===== src/rtl/tmr_pkg.sv =====
package tmr_pkg;
  localparam int COPIES = 3;
  localparam int MAXW   = 64;

  function automatic logic maj_bit(input logic a, input logic b, input logic c);
    return (a & b) | (a & c) | (b & c);
  endfunction

  function automatic logic [MAXW-1:0] maj_word(input logic [MAXW-1:0] a,
                                               input logic [MAXW-1:0] b,
                                               input logic [MAXW-1:0] c);
    logic [MAXW-1:0] r;
    for (int i = 0; i < MAXW; i++) r[i] = maj_bit(a[i], b[i], c[i]);
    return r;
  endfunction
endpackage


===== src/rtl/tmr_voter.sv =====
module tmr_voter #(
  parameter int W = 8
) (
  input  logic [W-1:0] a,
  input  logic [W-1:0] b,
  input  logic [W-1:0] c,
  output logic [W-1:0] y
);
  import tmr_pkg::*;

  for (genvar i = 0; i < W; i++) begin : g_bit
    assign y[i] = maj_bit(a[i], b[i], c[i]);
  end
endmodule


===== src/rtl/tmr_copy_reg.sv =====
module tmr_copy_reg #(
  parameter int W = 8
) (
  input  logic         clk,
  input  logic         rst_n,
  input  logic [W-1:0] d,
  input  logic [W-1:0] flip,
  output logic [W-1:0] q
);
  always_ff @(posedge clk or negedge rst_n) begin
    if (!rst_n) q <= '0;
    else        q <= d ^ flip;
  end

  // the copy holds zero in the first cycle after reset release
  p_reset_zero_r1: assert property (@(posedge clk) disable iff (!rst_n)
    $rose(rst_n) |-> (q == '0));
endmodule


===== src/rtl/tmr_inject_decode.sv =====
module tmr_inject_decode #(
  parameter int W  = 8,
  parameter int BW = (W > 1) ? $clog2(W) : 1
) (
  input  logic          clk,
  input  logic          rst_n,
  input  logic          inj_en,
  input  logic [1:0]    inj_copy,
  input  logic [BW-1:0] inj_bit,
  output logic [W-1:0]  mask0,
  output logic [W-1:0]  mask1,
  output logic [W-1:0]  mask2
);
  logic [W-1:0] bit_mask;
  logic         hit0, hit1, hit2;

  assign bit_mask = W'(1) << inj_bit;
  assign hit0 = inj_en && (inj_copy == 2'd0);
  assign hit1 = inj_en && (inj_copy == 2'd1);
  assign hit2 = inj_en && (inj_copy == 2'd2);
  assign mask0 = hit0 ? bit_mask : '0;
  assign mask1 = hit1 ? bit_mask : '0;
  assign mask2 = hit2 ? bit_mask : '0;

  // at most one copy is ever disturbed per edge, in at most one bit
  p_one_copy_r5: assert property (@(posedge clk) disable iff (!rst_n)
    $onehot0({|mask0, |mask1, |mask2}) &&
    ($countones(mask0) + $countones(mask1) + $countones(mask2) <= 1));

  // copy code 3 must produce no disturbance
  p_code3_idle_r9: assert property (@(posedge clk) disable iff (!rst_n)
    (inj_copy == 2'd3) |-> ((mask0 | mask1 | mask2) == '0));
endmodule


===== src/rtl/tmr_refresh_reg.sv =====
module tmr_refresh_reg #(
  parameter int W  = 8,
  parameter int BW = (W > 1) ? $clog2(W) : 1
) (
  input  logic          clk,
  input  logic          rst_n,
  input  logic          wr_en,
  input  logic [W-1:0]  wr_data0,
  input  logic [W-1:0]  wr_data1,
  input  logic [W-1:0]  wr_data2,
  input  logic          inj_en,
  input  logic [1:0]    inj_copy,
  input  logic [BW-1:0] inj_bit,
  output logic [W-1:0]  rd0,
  output logic [W-1:0]  rd1,
  output logic [W-1:0]  rd2,
  output logic          mismatch
);
  import tmr_pkg::*;

  logic [W-1:0] store_q  [COPIES];
  logic [W-1:0] hold_vote[COPIES];
  logic [W-1:0] wr_vote  [COPIES];
  logic [W-1:0] next_d   [COPIES];
  logic [W-1:0] flip     [COPIES];

  tmr_inject_decode #(.W(W), .BW(BW)) u_inj (
    .clk(clk), .rst_n(rst_n), .inj_en(inj_en), .inj_copy(inj_copy),
    .inj_bit(inj_bit), .mask0(flip[0]), .mask1(flip[1]), .mask2(flip[2])
  );

  for (genvar k = 0; k < COPIES; k++) begin : g_copy
    tmr_voter #(.W(W)) u_hold_vote (
      .a(store_q[0]), .b(store_q[1]), .c(store_q[2]), .y(hold_vote[k])
    );
    tmr_voter #(.W(W)) u_wr_vote (
      .a(wr_data0), .b(wr_data1), .c(wr_data2), .y(wr_vote[k])
    );
    assign next_d[k] = wr_en ? wr_vote[k] : hold_vote[k];
    tmr_copy_reg #(.W(W)) u_copy (
      .clk(clk), .rst_n(rst_n), .d(next_d[k]), .flip(flip[k]), .q(store_q[k])
    );
  end

  assign rd0 = hold_vote[0];
  assign rd1 = hold_vote[1];
  assign rd2 = hold_vote[2];
  assign mismatch = (store_q[0] != store_q[1]) || (store_q[1] != store_q[2]);

  // a write shows the voted replicas on every output after the edge
  p_write_vote_r2: assert property (@(posedge clk) disable iff (!rst_n)
    wr_en |=> (rd0 == $past(W'(maj_word(MAXW'(wr_data0), MAXW'(wr_data1),
                                        MAXW'(wr_data2))))));
  // no write, no injection: output holds
  p_hold_r4: assert property (@(posedge clk) disable iff (!rst_n)
    (!wr_en && !inj_en) |=> $stable(rd0));
  // with no injection at an edge, copies agree afterwards
  p_repair_r6: assert property (@(posedge clk) disable iff (!rst_n)
    !inj_en |=> !mismatch);
  // a selected injection shows as disagreement in the next cycle
  p_inject_seen_r5: assert property (@(posedge clk) disable iff (!rst_n)
    (inj_en && inj_copy != 2'd3) |=> mismatch);
  // separate voters agree
  p_voters_agree_r10: assert property (@(posedge clk) disable iff (!rst_n)
    (rd0 == rd1) && (rd1 == rd2));
endmodule


===== config.mk =====
export PLATFORM = sky130hd
export DESIGN_NAME = tmr_refresh_reg
export DESIGN_NICKNAME = d
export VERILOG_FILES = /design/src/rtl/tmr_pkg.sv /design/src/rtl/tmr_voter.sv /design/src/rtl/tmr_copy_reg.sv /design/src/rtl/tmr_inject_decode.sv /design/src/rtl/tmr_refresh_reg.sv
export SDC_FILE = /design/constraint.sdc
export NUM_CORES = 1
export LEC_CHECK = 0
export CAP_MARGIN = 20
export CORE_MARGIN = 2
export CORE_UTILIZATION = 47
export CTS_BUF_LIST = sky130_fd_sc_hd__clkbuf_8
export DETAILED_ROUTE_END_ITERATION = 7
export PLACE_DENSITY = 0.82
export REMOVE_ABC_BUFFERS = 1
export SYNTH_ARGS = -nofsm -noshare
export SYNTH_HDL_FRONTEND = slang
export SYNTH_SLANG_ARGS = --single-unit
export TNS_END_PERCENT = 1

===== constraint.sdc =====
create_clock -name clk -period 1.76 [get_ports clk]
set_input_delay 0.352 -clock clk [delete_from_list [all_inputs] [get_ports clk]]
set_output_delay 0.352 -clock clk [all_outputs]
set_load 0.05 [all_outputs]

==> flow_summary.ini, run 1 <==
[final_layout]
fillers = 257
largest-register = g_copy.u_copy.q
final_cell_mix = 32 x clkdlybuf4s50_1, 27 x buf_4, 24 x dfrtp_1
drive_above_1_share_pct = 30.7
fin_nets = 249
reg_top3 = g_copy.u_copy.q (24)
diodes = 0
largest_register_ffs = 24
fin_area_um2 = 2360
final_cell_count_no_fill = 245
area_growth_pct = 38.3
layout_commonest_cell = clkdlybuf4s50_1
final_core_util_pct = 69.2

[power_and_ir_drop]
power_frac_comb_pct = 59.7
p_sw_uw = 1300
p_per_area_nw_per_um2 = 1200
power_uw = 2830
switching_share_pct = 46.0
p_leak_uw = 0.000882
p_int_uw = 1530
ir_worst_vdd_uv = 609
clkPwrFrac_pct = 13.2
seq_power_share_pct = 27.1

[setup_path]
crit_type = reg2out
critPathMaxStageDelay_ns = 0.44
path_buf_inv = 1
cp-start-kind = flop
crit_chain = ha_4, nor4_4, nand4_1, buf_6
critical_path.endpoint_type = primary output
path_delay_family = simple AND/OR/NAND/NOR gates
worst_ep_required_time_ns = 1.41
arrival_ns = 1.72
cp_max_fo = 2
slowest_stage = dfrtp_1

[clock_network]
clkTransAtPathRegs_ns = 0.08
cts_buffers = 3
clock_path_buffers = 2
clockRootBuffer = clkbuf_8
cts_hold_buf = 0
htreeDepth = 1
insertion_delay_ns = 0.27
cts_tree = done
cts_sinks = 24

[die]
core_area_um2 = 3420
die_h_um = 64.3
die_w_um = 64.3
die_area_um2 = 4140
start_util_pct = 50.1
rows = 21
ios = 58

[timing]
fin_crit_sh_pct = 118
relSlewSlack_pct = 69.2
skew_ns = 0.00207
rsz0062_at_grt = yes
setup_slack_ns = -0.310
drv_slew = 0
timing_hold_violations_final = 0
max_freq_mhz = 483
holdWs_ns = 0.435
setup_viol = 16
max_slew.worst_pin.slew_ns = 0.460
period_needed_ns = 2.07

[yosys]
ys_types = 21
synth_warnings = 0
syn_inst = 148
yosysSeqAreaShare_pct = 35.1
synth_area_um2 = 1710
ys_seq_elements = 24
postSynthAreaPerCell_um2 = 11.6

[placed_design]
dp_cells = 240
portBuffers = 57
dp_hpwl_mm = 2.96
placement.cell_area_um2 = 2200
routabilityCongestion = 0.826

[detailed_routing]
drtAntennaViolNets = 0
drtIter0Drc = 15
viasPerCell = 5.26
wl_per_cell_um = 15.8
wl_met2_mm = 2.20
m1WireLength_mm = 1.34
dr.pass1.iters = 4
top_layer = met4
met3_length_um = 203
via_count = 1289
drc = 0
wl_mm = 3.87

[global_route]
antenna_found_initial = 0
grt_overflow = 0
grt_pass1_wl_mm = 5.91
grt_max_degree = 25
grt.total_usage_pct = 19.2
grt_pass1_vias = 1364

[outcome]
status = finished with violations
violations = negative setup slack

[flow_run]
maxCapViolCount = 0

[min_path]
hold_class = in2async
## power groups by stage
stage | clock (uW) | combinational, uW | sequential, uW
floorplan | 0 | 1060 | 738
global placement | 0 | 1500 | 743
detailed placement | 0 | 1540 | 759
CTS | 379 | 1620 | 754
global route | 403 | 1790 | 782
finish | 373 | 1690 | 768
## Yosys cell counts
cell type,number,area share [%]
nor2_2,1,0.37
nor2_1,11,2.4
nand3_1,1,0.29
nor3_1,1,0.29
nor3b_1,4,1.8
nand3b_1,5,2.2
ha_1,16,12
nor4_1,4,1.5
buf_6,1,0.66
xor2_1,12,6.1
nand4_1,1,0.37
xnor2_1,12,6.1
a211o_1,8,4.1
and3b_2,2,1.2
mux2i_4,8,11
maj3_1,4,2.3
buf_4,16,7.0
dfrtp_1,24,35
or3b_4,1,0.66
nand2_1,12,2.6
maj3_2,4,2.6
## cells by family after synthesis
family / after synthesis / synth area share (%)
AND/OR/NAND/NOR: 43 / 13.6
XOR/XNOR: 24 / 12.3
adder cells (fa/ha/maj): 24 / 16.7
flip-flops: 24 / 35.1
buffers and inverters: 17 / 7.68
AO/OA/AOI/OAI: 8 / 4.10
multiplexers: 8 / 10.5
## routing by layer
layer	GRT usage, %	vias to the layer above
met4	8.78	0
li1	-	609
met3	2.82	12
met1	17.4	615
met5	0	-
met2	40.2	53
## final timing paths
| check | from | endpoint | slack, ns | depth (start not counted) |
|---|---|---|---|---|
| max | g_copy[1].u_copy.q[6] | mismatch | -0.31 | 4 |
| min | rst_n | g_copy[2].u_copy.q[0] | 0.43 | 2 |
| max reg2reg | g_copy[2].u_copy.q[2] | g_copy[1].u_copy.q[2] | 0.31 | 4 |
| min reg2reg | g_copy[0].u_copy.q[5] | g_copy[2].u_copy.q[5] | 0.81 | 3 |
| max in group asynchronous | rst_n | g_copy[2].u_copy.q[4] | 1.09 | 2 |
| min in group clk | g_copy[0].u_copy.q[5] | g_copy[2].u_copy.q[5] | 0.81 | 3 |
## final cells by class
| cell class | count | area [um^2] | area share, % |
|---|---|---|---|
| flip-flops and latches | 24 | 601 | 25.4 |
| multi-input cells | 107 | 1060 | 45.0 |
| repair buffers | 64 | 588 | 24.9 |
| well taps | 46 | 57.6 | 2.43 |
| clock buffers | 4 | 55.1 | 2.33 |
## per-stage QoR
stage	worst slack, ns	setup TNS [ns]
4_1_cts	-0.330	-0.699
2_1_floorplan	-0.231	-6.80
6_report	-0.310	-0.541
3_5_place_dp	-0.150	-0.150
3_3_place_gp	-0.0282	-0.0282
5_1_grt	-0.326	-1.44
## timing repair
| item | in CTS | in global routing |
|---|---|---|
| buffers inserted | 0 | 1 |
| pin swaps | 5 | 6 |
| setup endpoints to repair | 22 | 25 |
| gates resized for setup | 5 | 9 |
Power figures use the tool's default switching activity.
==> inputs of run 2 (changes only) <==
--- a/config.mk
+++ b/config.mk
@@ -5,6 +5,7 @@
 export SDC_FILE = /design/constraint.sdc
 export NUM_CORES = 1
 export LEC_CHECK = 0
+export ABC_CLOCK_PERIOD_IN_PS = 1760
 export CAP_MARGIN = 20
 export CORE_MARGIN = 2
 export CORE_UTILIZATION = 47
==> constraint.sdc (replaced) <==
create_clock -name clk -period 1.76 [get_ports clk]
set_input_delay 0.176 -clock clk [delete_from_list [all_inputs] [get_ports clk]]
set_output_delay 0.176 -clock clk [all_outputs]
set_load 0.05 [all_outputs]
==> flow_summary.ini, run 2 (synthesized netlist as in run 1, its figures left out) <==
[outcome]
status = finished with violations
violations = negative setup slack

[global_route]
grt.total_usage_pct = 18.9
grt_overflow = 0
grt_pass1_vias = 1295
antenna_found_initial = 0
grt_max_degree = 25
grt_pass1_wl_mm = 5.93

[setup_path]
cp_max_fo = 2
worst_ep_required_time_ns = 1.58
path_delay_family = simple AND/OR/NAND/NOR gates
critical_path.endpoint_type = primary output
crit_chain = ha_1, nor4_2, nand4_1, buf_6
cp-start-kind = flop
reg2reg_from = g_copy[0].u_copy.q[0]
slowest_stage = dfrtp_1
r2r_cells = 4
r2r_setup_slack_ns = 0.32
crit_type = reg2out
r2r-end = g_copy[1].u_copy.q[0]
critPathMaxStageDelay_ns = 0.39
path_buf_inv = 1
arrival_ns = 1.68

[detailed_routing]
wl_per_cell_um = 15.1
viasPerCell = 5.21
via_count = 1244
wl_mm = 3.62
drc = 0
drtIter0Drc = 17
drtAntennaViolNets = 0
dr.pass1.iters = 4

[timing]
rsz0062_at_grt = yes
setup_slack_ns = -0.0979
skew_ns = 0.000594
period_needed_ns = 1.86
max_slew.worst_pin.slew_ns = 0.529
timing_hold_violations_final = 0
max_freq_mhz = 538
relSlewSlack_pct = 64.7
holdWs_ns = 0.270
setup_viol = 1
drv_slew = 0
fin_crit_sh_pct = 106

[clock_network]
htreeDepth = 1
cts_buffers = 3
clock_path_buffers = 2
cts_sinks = 24
cts_tree = done
insertion_delay_ns = 0.26
clkTransAtPathRegs_ns = 0.08
clockRootBuffer = clkbuf_8
post_cts_buffers = 0

[die]
die_area_um2 = 4140
ios = 58
start_util_pct = 50.1
rows = 21
core_area_um2 = 3420
die_h_um = 64.3
die_w_um = 64.3

[power_and_ir_drop]
switching_share_pct = 47.2
seq_power_share_pct = 28.4
power_uw = 2640
ir_worst_vdd_uv = 668
p_leak_uw = 0.000841
power_frac_comb_pct = 59.6
clkPwrFrac_pct = 12.0
p_sw_uw = 1250
p_per_area_nw_per_um2 = 1180
p_int_uw = 1400

[flow_run]
maxCapViolCount = 0

[placed_design]
dp_hpwl_mm = 2.92
portBuffers = 57
routabilityCongestion = 0.778
dp_slack_ns = 0.0814

[final_layout]
diodes = 0
largest-register = g_copy.u_copy.q
largest_register_ffs = 24
reg_top3 = g_copy.u_copy.q (24)
layout_commonest_cell = clkdlybuf4s50_1
area_growth_pct = 30.7
final_cell_mix = 32 x clkdlybuf4s50_1, 25 x buf_4, 24 x dfrtp_1
fillers = 279
drive_above_1_share_pct = 25.4
fin_nets = 244

[min_path]
hold_class = in2async
[run 2: cell count changes in the layout (fill, tap and decap cells not counted)]
| cell | previous run | this run |
|---|---|---|
| buf_6 | 4 | 1 |
| ha_2 | 1 | 0 |
| clkbuf_8 | 4 | 3 |
| buf_4 | 27 | 25 |
| nor4_2 | 2 | 3 |
| a211o_4 | 2 | 0 |
| nor4_4 | 1 | 0 |
| ha_4 | 3 | 0 |
| a211o_1 | 6 | 8 |
| ha_1 | 12 | 16 |
[run 2: worst max path at each step]
| stage | from | to | slack [ns] | cells after the start |
|---|---|---|---|---|
| final | g_copy[0].u_copy.q[0] | mismatch | -0.1 | 4 |
| after global placement | g_copy[1].u_copy.q[1] | mismatch | 0.14 | 4 |
| after global routing | g_copy[2].u_copy.q[2] | mismatch | -0.16 | 4 |
| after CTS | g_copy[0].u_copy.q[0] | mismatch | -0.12 | 4 |
| after floorplan | g_copy[1].u_copy.q[0] | g_copy[0].u_copy.q[0] | -0.23 | 4 |
| after detailed placement | g_copy[1].u_copy.q[1] | mismatch | 0.08 | 4 |
[run 2: per-layer routing]
layer | up-vias | track usage, % | share of wire (%)
met5 | - | 0 | 0
met4 | 0 | 5.85 | 1.4
met3 | 6 | 2.64 | 4.3
met2 | 39 | 37.5 | 56
met1 | 603 | 20.4 | 39
li1 | 596 | - | -
[run 2: timing repair]
action                                  CTS  global route
resized for setup                         3             1
hold buffers                              0             0
endpoints found under the setup margin    1             1
pin swaps                                 4             1
[run 2: area by class of cell]
cell class | count | area [um^2] | share of cell area (%)
timing repair buffer | 59 | 539 | 24.1
multi-input combinational | 107 | 997 | 44.6
tap | 46 | 57.6 | 2.57
clock buffer | 3 | 41.3 | 1.85
sequential | 24 | 601 | 26.9
[run 2: power by group through the flow]
stage               logic (uW)  clock network (uW)  registers [uW]
floorplan                 1060                   0             738
global placement          1500                   0             744
detailed placement        1530                   0             762
CTS                       1570                 318             750
global route              1670                 345             766
finish                    1570                 318             749
[run 2: per-stage QoR]
step | instances | cell area (um^2) | util (%) | TNS, ns
after global placement | 236 | 2170 | 63.6 | 0
after floorplan | 131 | 1580 | - | -5.48
after global routing | 239 | 2240 | 65.5 | -0.155
after detailed placement | 236 | 2170 | 63.6 | 0
after CTS | 239 | 2230 | 65.3 | -0.119
final | 239 | 2240 | 65.5 | -0.0979
==> inputs of run 3 (changes only) <==
--- a/config.mk
+++ b/config.mk
@@ -11,8 +11,7 @@
 export CORE_UTILIZATION = 47
 export CTS_BUF_LIST = sky130_fd_sc_hd__clkbuf_8
 export DETAILED_ROUTE_END_ITERATION = 7
-export PLACE_DENSITY = 0.82
-export REMOVE_ABC_BUFFERS = 1
+export PLACE_DENSITY_LB_ADDON = 0.3
 export SYNTH_ARGS = -nofsm -noshare
 export SYNTH_HDL_FRONTEND = slang
 export SYNTH_SLANG_ARGS = --single-unit
==> flow_summary.ini, run 3 (synthesized netlist as in run 1, its figures left out) <==
[setup_path]
crit_type = reg2out
cp_max_fo = 2
crit_path_start = g_copy[1].u_copy.q[5]
r2r_cells = 4
arrival_ns = 1.63
cp-start-kind = flop
r2r-end = g_copy[0].u_copy.q[4]
critPathCapture = mismatch
critical_path.endpoint_type = primary output
r2r_setup_slack_ns = 0.29
worst_ep_required_time_ns = 1.58
reg2reg_from = g_copy[2].u_copy.q[4]

[timing]
rsz0062_at_grt = yes
skew_ns = 0.000800
period_needed_ns = 1.81
relSlewSlack_pct = 66.3
drv_slew = 0
max_freq_mhz = 553
setup_slack_ns = -0.0489
fin_crit_sh_pct = 103
setup-tns-final_ns = -0.0489
max_slew.worst_pin.slew_ns = 0.505
setup_viol = 1
timing_hold_violations_final = 0

[detailed_routing]
wl_mm = 3.37
dr.pass1.iters = 4
drtAntennaViolNets = 0
via_count = 1228
viasPerCell = 5.12
drc = 0
wl_per_cell_um = 14.0
drtIter0Drc = 10

[placed_design]
dp_hpwl_mm = 2.72
placement.cell_area_um2 = 2170
portBuffers = 57
routabilityCongestion = 0.797

[global_route]
grt_pass1_wl_mm = 5.59
grt_max_degree = 25
antenna_found_initial = 0
grt.total_usage_pct = 17.5
grt_pass1_vias = 1282
grt_overflow = 0

[die]
die_h_um = 64.3
die_w_um = 64.3
die_area_um2 = 4140
rows = 21
start_util_pct = 50.1
core_area_um2 = 3420
ios = 58

[final_layout]
area_growth_pct = 32.8
final_core_util_pct = 66.5
diodes = 0
fin_nets = 244
largest-register = g_copy.u_copy.q
fin_area_um2 = 2270
reg_top3 = g_copy.u_copy.q (24)
final_cell_mix = 32 x clkdlybuf4s50_1, 25 x buf_4, 24 x dfrtp_1
largest_register_ffs = 24
layout_commonest_cell = clkdlybuf4s50_1
drive_above_1_share_pct = 26.3

[flow_run]
maxCapViolCount = 0

[clock_network]
insertion_delay_ns = 0.26
htreeDepth = 1
clkTransAtPathRegs_ns = 0.08
cts_sinks = 24
post_cts_buffers = 0
cts_tree = done
clockRootBuffer = clkbuf_8
clock_path_buffers = 2
cts_buffers = 3
cts_hold_buf = 0

[yosys]
synth_fp_nets = 197

[power_and_ir_drop]
p_leak_uw = 0.000856
ir_worst_vdd_uv = 796
p_per_area_nw_per_um2 = 1240

[min_path]
hold_class = in2async

[outcome]
violations = negative setup slack
status = finished with violations
run 3: cell types whose count changed in the layout (fill, tap and decap cells not counted):
cell / change
nor4_1: -1
bufinv_16: +1
nor4_2: +1
run 3: layer usage:
| layer | up-vias | GRT usage, % | part of all wire [%] |
|---|---|---|---|
| met5 | - | 0 | 0 |
| met4 | 0 | 3.99 | 0.86 |
| met3 | 5 | 2.99 | 5.1 |
| met2 | 39 | 32.9 | 54 |
| met1 | 590 | 20.6 | 40 |
| li1 | 594 | - | - |
run 3: how the worst min path moves through the flow:
stage,startpoint,endpoint,slack (ns),cells after the start
after floorplan,rst_n,g_copy[0].u_copy.q[0],-0.12,0
after global placement,rst_n,g_copy[2].u_copy.q[5],0.55,2
after detailed placement,rst_n,g_copy[2].u_copy.q[5],0.55,2
after CTS,rst_n,g_copy[2].u_copy.q[5],0.27,2
after global routing,rst_n,g_copy[0].u_copy.q[5],0.29,2
final,rst_n,g_copy[0].u_copy.q[5],0.25,2
run 3: through the flow:
stage	instances	setup slack (ns)	hold WS [ns]	total power [uW]
floorplan	148	0.170	-0.120	1960
global placement	236	0.153	0.547	2240
detailed placement	236	0.129	0.554	2290
CTS	240	-0.0748	0.265	2810
global route	240	-0.0897	0.291	2940
finish	240	-0.0489	0.253	2810
run 3: timing repair:
item | 4_1_cts | 5_1_grt
resized for setup | 4 | 1
pin swaps | 4 | 3
setup endpoints to repair | 1 | 1
run 3: final cells by class:
class	count	area, um^2
fillers	257	1140
clock buffers	3	41.3
repair buffers	59	539
flip-flops and latches	24	601
multi-input cells	107	1000
clock inverters	1	30.0
well taps	46	57.6
run 3: critical path, stage by stage (launching register included):
cell and delay [ns]:
dfrtp_1 0.39, ha_1 0.32, nor4_2 0.27, nand4_1 0.18
buf_6 0.20
run 3: where the power goes:
part	total (uW)	internal (uW)	switching, uW	leakage (uW)
Sequential	747	673	74.0	0.000261
Clock	481	304	177	0.0000357
Combinational	1580	577	1000	0.000559
